<file path="config.mk">
export PLATFORM = sky130hd
export DESIGN_NAME = wwdt_top
export DESIGN_NICKNAME = d
export VERILOG_FILES = /design/src/rtl/wwdt_pkg.sv /design/src/rtl/wwdt_prescaler.sv /design/src/rtl/wwdt_counter.sv /design/src/rtl/wwdt_regs.sv /design/src/rtl/wwdt_rst_pulse.sv /design/src/rtl/wwdt_top.sv
export SDC_FILE = /design/constraint.sdc
export NUM_CORES = 1
export LEC_CHECK = 0
export BUFFER_PORTS_ARGS = -buffer_cell sky130_fd_sc_hd__buf_2
export CORE_AREA = 2 2 108 110
export CTS_BUF_LIST = sky130_fd_sc_hd__clkbuf_8
export CTS_CLUSTER_SIZE = 14
export DETAILED_ROUTE_END_ITERATION = 6
export DIE_AREA = 0 0 110 112
export GPL_TIMING_DRIVEN = 0
export PLACE_DENSITY = 0.59
export SYNTH_ARGS = -nofsm -noshare
export SYNTH_HDL_FRONTEND = slang
export SYNTH_SLANG_ARGS = --single-unit
</file>
<file path="constraint.sdc">
create_clock -name clk_i -period 8.1 [get_ports clk_i]
set_input_delay 1.62 -clock clk_i [delete_from_list [all_inputs] [get_ports clk_i]]
set_output_delay 1.62 -clock clk_i [all_outputs]
set_load 0.02 [all_outputs]
</file>
<file path="src/rtl/wwdt_pkg.sv">
package wwdt_pkg;
  localparam int unsigned CNT_W = 12;
  localparam logic [7:0]  RESTART_KEY = 8'hA5;

  localparam logic [1:0] OFS_CTRL  = 2'd0;
  localparam logic [1:0] OFS_MODE  = 2'd1;
  localparam logic [1:0] OFS_STAT  = 2'd2;
  localparam logic [1:0] OFS_VALUE = 2'd3;

  typedef struct packed {
    logic             idle_halt;
    logic             dbg_halt;
    logic             irq_en;
    logic             rst_en;
    logic [CNT_W-1:0] window;
    logic [CNT_W-1:0] reload;
  } mode_t;

  localparam int unsigned MODE_W = $bits(mode_t);

  localparam mode_t MODE_RST = '{
    idle_halt: 1'b0, dbg_halt: 1'b0, irq_en: 1'b0, rst_en: 1'b1,
    window: {CNT_W{1'b1}}, reload: {CNT_W{1'b1}}
  };

  typedef struct packed {
    logic err;
    logic uf;
  } stat_t;
endpackage

</file>
<file path="src/rtl/wwdt_prescaler.sv">
module wwdt_prescaler #(
  parameter int unsigned PRESCALE = 128
) (
  input  logic clk_i,
  input  logic rst_ni,
  input  logic clear_i,
  input  logic run_i,
  output logic tick_o
);
  localparam int unsigned PW = (PRESCALE > 1) ? $clog2(PRESCALE) : 1;
  localparam logic [PW-1:0] LAST = PW'(PRESCALE - 1);

  logic [PW-1:0] ph_q;

  always_ff @(posedge clk_i or negedge rst_ni) begin
    if (!rst_ni)            ph_q <= '0;
    else if (clear_i)       ph_q <= '0;
    else if (run_i) begin
      if (ph_q == LAST)     ph_q <= '0;
      else                  ph_q <= ph_q + 1'b1;
    end
  end

  assign tick_o = run_i && !clear_i && (ph_q == LAST);
endmodule

</file>
<file path="src/rtl/wwdt_counter.sv">
module wwdt_counter
  import wwdt_pkg::*;
(
  input  logic             clk_i,
  input  logic             rst_ni,
  input  logic             tick_i,
  input  logic             load_i,
  input  logic [CNT_W-1:0] load_val_i,
  input  logic             restart_i,
  input  logic [CNT_W-1:0] reload_i,
  input  logic [CNT_W-1:0] window_i,
  output logic [CNT_W-1:0] cnt_o,
  output logic             restart_ok_o,
  output logic             early_o,
  output logic             underflow_o
);
  logic [CNT_W-1:0] cnt_q;
  logic             win_active;

  // window check is off once window reaches reload
  assign win_active   = window_i < reload_i;
  assign early_o      = restart_i && win_active && (cnt_q > window_i);
  assign restart_ok_o = restart_i && !early_o && !load_i;
  assign underflow_o  = tick_i && (cnt_q == '0) && !load_i && !restart_ok_o;

  always_ff @(posedge clk_i or negedge rst_ni) begin
    if (!rst_ni)           cnt_q <= {CNT_W{1'b1}};
    else if (load_i)       cnt_q <= load_val_i;
    else if (restart_ok_o) cnt_q <= reload_i;
    else if (tick_i) begin
      if (cnt_q == '0)     cnt_q <= reload_i;
      else                 cnt_q <= cnt_q - 1'b1;
    end
  end

  assign cnt_o = cnt_q;
endmodule

</file>
<file path="src/rtl/wwdt_regs.sv">
module wwdt_regs
  import wwdt_pkg::*;
(
  input  logic             clk_i,
  input  logic             rst_ni,
  input  logic             req_i,
  input  logic             we_i,
  input  logic [1:0]       addr_i,
  input  logic [31:0]      wdata_i,
  input  logic [CNT_W-1:0] cnt_i,
  input  logic             uf_i,
  input  logic             err_i,
  output mode_t            mode_o,
  output stat_t            stat_o,
  output logic             locked_o,
  output logic             mode_load_o,
  output logic             restart_o,
  output logic [31:0]      rdata_o
);
  mode_t mode_q;
  stat_t stat_q;
  logic  locked_q;
  logic  wr, rd_stat;

  assign wr          = req_i && we_i;
  assign rd_stat     = req_i && !we_i && (addr_i == OFS_STAT);
  assign mode_load_o = wr && (addr_i == OFS_MODE) && !locked_q;
  assign restart_o   = wr && (addr_i == OFS_CTRL) &&
                       (wdata_i[31:24] == RESTART_KEY) && wdata_i[0];

  always_ff @(posedge clk_i or negedge rst_ni) begin
    if (!rst_ni) begin
      mode_q   <= MODE_RST;
      locked_q <= 1'b0;
    end else if (mode_load_o) begin
      mode_q   <= mode_t'(wdata_i[MODE_W-1:0]);
      locked_q <= 1'b1;
    end
  end

  // new events win over the clear-on-read
  always_ff @(posedge clk_i or negedge rst_ni) begin
    if (!rst_ni) stat_q <= '0;
    else begin
      stat_q.uf  <= (stat_q.uf  && !rd_stat) || uf_i;
      stat_q.err <= (stat_q.err && !rd_stat) || err_i;
    end
  end

  always_comb begin
    rdata_o = '0;
    if (req_i && !we_i) begin
      unique case (addr_i)
        OFS_MODE:  rdata_o = 32'(mode_q);
        OFS_STAT:  rdata_o = 32'(stat_q);
        OFS_VALUE: rdata_o = 32'(cnt_i);
        default:   rdata_o = '0;
      endcase
    end
  end

  assign mode_o   = mode_q;
  assign stat_o   = stat_q;
  assign locked_o = locked_q;
endmodule

</file>
<file path="src/rtl/wwdt_rst_pulse.sv">
module wwdt_rst_pulse #(
  parameter int unsigned RST_LEN = 16
) (
  input  logic clk_i,
  input  logic rst_ni,
  input  logic trig_i,
  output logic pulse_o
);
  localparam int unsigned LW = $clog2(RST_LEN + 1);

  logic [LW-1:0] left_q;

  always_ff @(posedge clk_i or negedge rst_ni) begin
    if (!rst_ni)            left_q <= '0;
    else if (trig_i)        left_q <= LW'(RST_LEN);
    else if (left_q != '0)  left_q <= left_q - 1'b1;
  end

  assign pulse_o = left_q != '0;
endmodule

</file>
<file path="src/rtl/wwdt_top.sv">
module wwdt_top
  import wwdt_pkg::*;
#(
  parameter int unsigned PRESCALE = 128,
  parameter int unsigned RST_LEN  = 16
) (
  input  logic        clk_i,
  input  logic        rst_ni,
  input  logic        slow_en_i,
  input  logic        dbg_i,
  input  logic        idle_i,
  input  logic        req_i,
  input  logic        we_i,
  input  logic [1:0]  addr_i,
  input  logic [31:0] wdata_i,
  output logic [31:0] rdata_o,
  output logic        irq_o,
  output logic        wdt_rst_o
);
  mode_t            mode;
  stat_t            stat;
  logic             locked, mode_load, restart_req, restart_ok;
  logic             early, underflow, tick, halted, fault;
  logic [CNT_W-1:0] cnt;

  assign halted = (mode.dbg_halt && dbg_i) || (mode.idle_halt && idle_i);
  assign fault  = early || underflow;

  wwdt_regs u_regs (
    .clk_i, .rst_ni, .req_i, .we_i, .addr_i, .wdata_i,
    .cnt_i       (cnt),
    .uf_i        (underflow),
    .err_i       (early),
    .mode_o      (mode),
    .stat_o      (stat),
    .locked_o    (locked),
    .mode_load_o (mode_load),
    .restart_o   (restart_req),
    .rdata_o
  );

  wwdt_prescaler #(.PRESCALE(PRESCALE)) u_pre (
    .clk_i, .rst_ni,
    .clear_i (mode_load || restart_ok),
    .run_i   (slow_en_i && !halted),
    .tick_o  (tick)
  );

  wwdt_counter u_cnt (
    .clk_i, .rst_ni,
    .tick_i       (tick),
    .load_i       (mode_load),
    .load_val_i   (wdata_i[CNT_W-1:0]),
    .restart_i    (restart_req),
    .reload_i     (mode.reload),
    .window_i     (mode.window),
    .cnt_o        (cnt),
    .restart_ok_o (restart_ok),
    .early_o      (early),
    .underflow_o  (underflow)
  );

  wwdt_rst_pulse #(.RST_LEN(RST_LEN)) u_rst (
    .clk_i, .rst_ni,
    .trig_i  (fault && mode.rst_en),
    .pulse_o (wdt_rst_o)
  );

  assign irq_o = mode.irq_en && (stat.uf || stat.err);
endmodule

</file>
==> results of run 1 <==
==> critical path: cells and delay by family <==
family / cells / cell delay [ps]
buffers and inverters: 2 / 280
AND/OR/NAND/NOR: 3 / 1080
==> flip-flops by register name, indices dropped and copies added, names as in the netlist <==
name,count
u_rst.left_q,5
u_pre.ph_q,7
u_regs.mode_o,28
u_cnt.cnt_o,12
u_regs.stat_o,2
u_regs.locked_o,1
==> worst max path at each step <==
stage / startpoint / to / slack (ps) / depth (start not counted)
floorplan: addr_i[1] / rdata_o[14] / 3900 / 4
global route: req_i / rdata_o[11] / 3360 / 5
global placement: req_i / rdata_o[11] / 3480 / 5
detailed placement: req_i / rdata_o[11] / 3510 / 5
finish: req_i / rdata_o[10] / 3490 / 5
CTS: req_i / rdata_o[11] / 3500 / 5
==> routing by layer <==
metal / global-route usage / vias up / share of wire
li1: - / 1703 / -
met1: 0.264 / 1697 / 0.46
met2: 0.300 / 128 / 0.46
met3: 0.0351 / 18 / 0.061
met4: 0.0616 / 0 / 0.022
met5: 0 / - / 0
==> final cells by class <==
type / instances / area share
Buffer: 25 / 0.0284
Clock buffer: 5 / 0.0154
Clock inverter: 3 / 0.0143
Inverter: 29 / 0.0244
Multi-Input combinational cell: 328 / 0.480
Sequential cell: 55 / 0.319
Tap cell: 143 / 0.0401
Timing Repair Buffer: 69 / 0.0780
==> per-stage QoR <==
| stage | power (mW) | util | setup WS, ps | hold WS (ps) | area, um^2 |
|---|---|---|---|---|---|
| after detailed placement | 1.02 | 0.387 | 3510 | 473 | 4320 |
| final | 1.24 | 0.399 | 3490 | 488 | 4460 |
| after global routing | 1.35 | 0.399 | 3360 | 502 | 4460 |
| after global placement | 1.00 | 0.387 | 3480 | 469 | 4320 |
| after CTS | 1.24 | 0.399 | 3500 | 488 | 4450 |
| after floorplan | 0.874 | - | 3900 | 442 | 3800 |
==> power by group <==
group	total, mW	internal, mW	switching (mW)
clock	0.219	0.122	0.0962
combinational	0.512	0.222	0.290
sequential	0.510	0.415	0.0952
==> cells in the final DEF (no fill, tap or decap), types with 5 or more instances in the layout <==
master	count
buf_2	70
nand2_1	59
dfstp_2	37
nor2_1	36
inv_1	30
ha_1	27
o21ai_0	25
nor3_1	24
dfrtp_1	18
clkbuf_1	16
mux2i_1	15
a21oi_1	14
a31oi_1	8
and2_1	7
and3_1	6
nand4_1	6
xor2_1	6
o22ai_1	6
nor2b_1	5
mux2_2	5
nor4_1	5
buf_4	5
clkbuf_8	5
==> cells by family (layout without fill, tap and decap cells) <==
kind of cell,count (synthesis),after routing,synth area share
and+or+nand+nor,173,173,0.226
other,1,4,0.000990
muxes,20,20,0.0545
AOI/OAI and AO/OA,94,94,0.168
DFF,55,55,0.376
xor gates and xnor gates,10,10,0.0231
adders and majority gates,27,27,0.0892
buffers and inverters,54,131,0.0621
==> flow_summary.yaml, run 1 <==
die:
  die_w_um: 110
  die-area_um2: 12300
  rows: 39
  core_area_um2: 11200
  start_util: 0.339
  io_pins: 75
  die-height_um: 112
finish:
  drive_above_1_share: 0.259
  finalNonFillerCells: 657
  multi_input_area_um2: 2140
  fill_cells: 1171
  area_delta_synth_final_pct: 17.7
  nNetsFinal: 581
  ff_latch_area_um2: 1420
  antenna_cells: 0
route:
  first_iter_violations: 235
  num_vias: 3546
  ant_nets: 0
  avgRoutedWirePerCell_um: 17.2
  wirelength_mm: 11.3
  drt_first_pass_iters: 4
  drc: 0
  via_per_inst: 5.40
clocking:
  clk-insertion-delay-late_ps: 320
  ctsLongestPathBuffers: 2
  tritoncts: "yes"
  htree_levels: 2
  path_clk_slew_ps: 110
  cts_num_sinks: 55
  post-cts-setup-buffers: 0
  cts-root-buf: "clkbuf_8"
  cts_made_buffers: 5
  cts_resized: 0
  hold_buffers: 0
critical_path:
  path_class: "input pin to output port"
  crit_arrival_ps: 2990
  crit_required_ps: 6480
  path_common_cell: "buf_2"
  r2r_end: "u_cnt.cnt_o[1]"
  cp_cell_sequence: "buf_2, nor2b_1, nand2_1, nor2_1, buf_2"
  rrSetupSlack_ps: 4860
  path_max_fanout: 10
  cp_slowest_stage_delay_ps: 460
  cp-end-kind: "output port"
  r2r_start: "u_regs.mode_o[7]"
  slowest_stage: "nand2_1"
  cp-start-kind: "input pin"
  ff2ff_path_depth: 8
synth:
  ys_seq_area_frac: 0.376
  yosysWarningCount: 0
  yosys-top-cells-count: "nand2_1 (59), dfstp_2 (37), nor2_1 (36), inv_1 (29), ha_1 (27)"
  async_flop_share: 1.00
  syn_avg_cell_area_um2: 8.72
  syn_area_um2: 3790
  ys_seq_elements: 55
  ys_types: 63
  yosysTopAreaCellShare: 0.257
  synth_area_leader_cell: "dfstp_2"
  yosysMostFrequentCell: "nand2_1"
  synthFlopType: "dfstp_2"
  synth_enable_flop_cells: 0
  netlist_instances: 434
  synth_area_leaders: "dfstp_2 (26%), dfrtp_1 (12%), ha_1 (8.9%)"
sta:
  tightest_slew_ps: 1040
  fin_crit_sh: 0.569
  rsz0062_at_grt: "no"
  hold_violations: 0
  clock_skew_ps: 13.1
  timing.fmax_mhz: 217
  relSlewSlack: 0.299
  slew_violations: 0
  setup_viol: 0
  timing.setup.tns_ps: 0
  min_period_ps: 4610
flow_run:
  cap_violations: 0
global_routing:
  grt_max_degree: 56
  antenna_found_initial: 0
  overflow: 0
  grt_usage: 0.191
  grt_pass1_wl_mm: 18.1
  grt_pass1_vias: 3479
pwr:
  power.density_nw_per_um2: 278
  cellLeakagePower_nw: 2.05
  irDropWorstVdd_mv: 0.0908
hold_path:
  hold_start: "u_regs.mode_o[24]"
  hold_class: "flip-flop to flip-flop"
  holdPathStages: 2
  whs_endpoint: "u_regs.mode_o[24]"
place:
  routabilityCongestion: 0.914
  dpl.cell_count: 649
  place_hpwl_mm: 8.43
  portBuffers: 69
run_status:
  outcome: "finished, final reports clean"
Power figures use the tool's default switching activity.
==> run 2: changes to the inputs <==
--- a/config.mk
+++ b/config.mk
@@ -5,12 +5,13 @@
 export SDC_FILE = /design/constraint.sdc
 export NUM_CORES = 1
 export LEC_CHECK = 0
+export ABC_AREA = 1
 export BUFFER_PORTS_ARGS = -buffer_cell sky130_fd_sc_hd__buf_2
-export CORE_AREA = 2 2 108 110
+export CORE_AREA = 2 2 112 114
 export CTS_BUF_LIST = sky130_fd_sc_hd__clkbuf_8
 export CTS_CLUSTER_SIZE = 14
 export DETAILED_ROUTE_END_ITERATION = 6
-export DIE_AREA = 0 0 110 112
+export DIE_AREA = 0 0 114 116
 export GPL_TIMING_DRIVEN = 0
 export PLACE_DENSITY = 0.59
 export SYNTH_ARGS = -nofsm -noshare
==> constraint.sdc (replaced) <==
create_clock -name clk_i -period 4.64 [get_ports clk_i]
set_input_delay 0.928 -clock clk_i [delete_from_list [all_inputs] [get_ports clk_i]]
set_output_delay 0.928 -clock clk_i [all_outputs]
set_load 0.02 [all_outputs]
==> flow_summary.yaml, run 2 <==
clocking:
  clk-insertion-delay-late_ps: 320
  tritoncts: "yes"
  htree_levels: 2
  cts_resized: 0
  hold_buffers: 0
  cts_num_sinks: 55
  path_clk_slew_ps: 100
  cts_made_buffers: 5
  post-cts-setup-buffers: 0
  ctsLongestPathBuffers: 2
  cts-root-buf: "clkbuf_8"
pwr:
  p_sw_frac: 0.446
  p_comb_frac: 0.499
  internal-power_mw: 1.32
  power.density_nw_per_um2: 500
  cellLeakagePower_nw: 2.55
  p_clk_frac: 0.119
  power.switching_mw: 1.06
  p_total_mw: 2.38
  irDropWorstVdd_mv: 0.234
  power_frac_seq: 0.382
finish:
  nNetsFinal: 729
  final_cell_area_um2: 4750
  antenna_cells: 0
  drive_above_1_share: 0.233
  layout_common_cells: "nand2_1 (184), inv_1 (80), buf_2 (72), nor2_1 (41), dfstp_2 (37)"
  finalNonFillerCells: 809
  fin_util: 0.399
  largest_register_ffs: 28
  area_delta_synth_final_pct: 15.4
  layout_commonest_cell: "nand2_1"
place:
  routabilityCongestion: 0.868
  portBuffers: 69
  placed_cell_area_um2: 4660
  dpl.cell_count: 801
  post-place-ws_ps: 1170
  place_hpwl_mm: 9.30
sta:
  slew_violations: 0
  min_period_ps: 3470
  setup_viol: 0
  hold_violations: 0
  holdWs_ps: 474
  timing.fmax_mhz: 288
  relSlewSlack: 0.515
  worst_slack_ps: 1170
  tightest_slew_ps: 727
  clock_skew_ps: 5.99
  fin_crit_sh: 0.747
  timing.setup.tns_ps: 0
  rsz0062_at_grt: "no"
die:
  die_w_um: 114
  rows: 40
  die-height_um: 116
  io_pins: 75
  die-area_um2: 13200
  start_util: 0.346
  core_area_um2: 11900
synth:
  synth_area_leader_cell: "dfstp_2"
  synthFlopType: "dfstp_2"
  syn_area_um2: 4120
  syn_avg_cell_area_um2: 7.08
  ys_seq_area_frac: 0.345
  netlist_instances: 582
  async_flop_share: 1.00
  synth_area_leaders: "dfstp_2 (24%), nand2_1 (17%), dfrtp_1 (11%)"
  ys_types: 39
  yosysWarningCount: 0
  ys_seq_elements: 55
  synth_enable_flop_cells: 0
  yosysMostFrequentCell: "nand2_1"
  yosys-top-cells-count: "nand2_1 (184), inv_1 (79), nor2_1 (41), dfstp_2 (37), o21ai_0 (33)"
  yosysTopAreaCellShare: 0.236
route:
  via_per_inst: 4.89
  drt_first_pass_iters: 4
  wl_met2_mm: 5.73
  drt-met1-wl_mm: 5.40
  avgRoutedWirePerCell_um: 14.8
  dr_wl_met3_um: 732
  ant_nets: 0
  drc: 0
  wirelength_mm: 12.0
  first_iter_violations: 175
  top_layer: "met4"
  num_vias: 3952
run_status:
  outcome: "finished, final reports clean"
global_routing:
  grt_usage: 0.186
  overflow: 0
  grt_pass1_wl_mm: 19.0
  antenna_found_initial: 0
  grt_pass1_vias: 3777
  grt_max_degree: 56
critical_path:
  crit_arrival_ps: 2540
  path_class: "input pin to output port"
  cp-start-kind: "input pin"
  crit_required_ps: 3710
  cp-end-kind: "output port"
  path_max_fanout: 10
flow_run:
  cap_violations: 0
hold_path:
  hold_class: "flip-flop to flip-flop"
==> run 2: cell types whose count changed in the layout (fill, tap and decap cells not counted), sizes merged, moves of 15 or more <==
| cell | previous run | this run |
|---|---|---|
| o21ai | 26 | 42 |
| inv | 30 | 85 |
| nand2 | 59 | 192 |
| mux2i | 15 | 0 |
| nand3 | 4 | 32 |
==> run 2: area by class of cell <==
type / instances / area [um^2]
Fill cell: 1296 / 7160
Timing Repair Buffer: 69 / 348
Buffer: 20 / 146
Clock buffer: 6 / 82.6
Inverter: 86 / 323
Tap cell: 147 / 184
Clock inverter: 2 / 8.76
Multi-Input combinational cell: 424 / 2240
Sequential cell: 55 / 1420
==> run 2: worst max-delay path, cell delays in order <==
cell	delay [ps]
buf_2	100
nor2_1	290
clkinv_1	340
clkbuf_1	390
nor2_1	280
buf_2	210
==> run 2: power by group through the flow <==
stage	clock network (mW)	logic [mW]	registers [mW]
detailed placement	0	1.19	0.915
floorplan	0	0.937	0.862
CTS	0.292	1.19	0.908
global route	0.314	1.37	0.934
global placement	0	1.15	0.909
finish	0.282	1.19	0.909
==> run 2: per-layer routing <==
layer  track usage  vias up
li1              -     1993
met1         0.244     1845
met2         0.317      104
met3        0.0314       10
met4        0.0504        0
met5             0        -
==> run 2: cell families after synthesis <==
family	after synthesis	share of synthesized area
compound gates	71	0.0957
xor+xnor	14	0.0298
fa+ha+maj	27	0.0820
buf+inv	106	0.114
simple gates	308	0.332
other cells	1	0.000910
flops	55	0.345
==> run 2: path summary, 6_finish.rpt <==
| kind | cells after the start | slack (ps) | endpoint | from |
|---|---|---|---|---|
| max in group asynchronous | 1 | 3510 | u_pre.ph_q[4] | rst_ni |
| hold reg to reg | 2 | 470 | u_cnt.cnt_o[0] | u_cnt.cnt_o[0] |
| setup / recovery | 6 | 1170 | rdata_o[5] | we_i |
| min in group asynchronous | 1 | 660 | u_pre.ph_q[5] | rst_ni |
| hold / removal | 2 | 470 | u_cnt.cnt_o[0] | u_cnt.cnt_o[0] |
| setup reg to reg | 16 | 2200 | u_cnt.cnt_o[10] | u_regs.mode_o[11] |
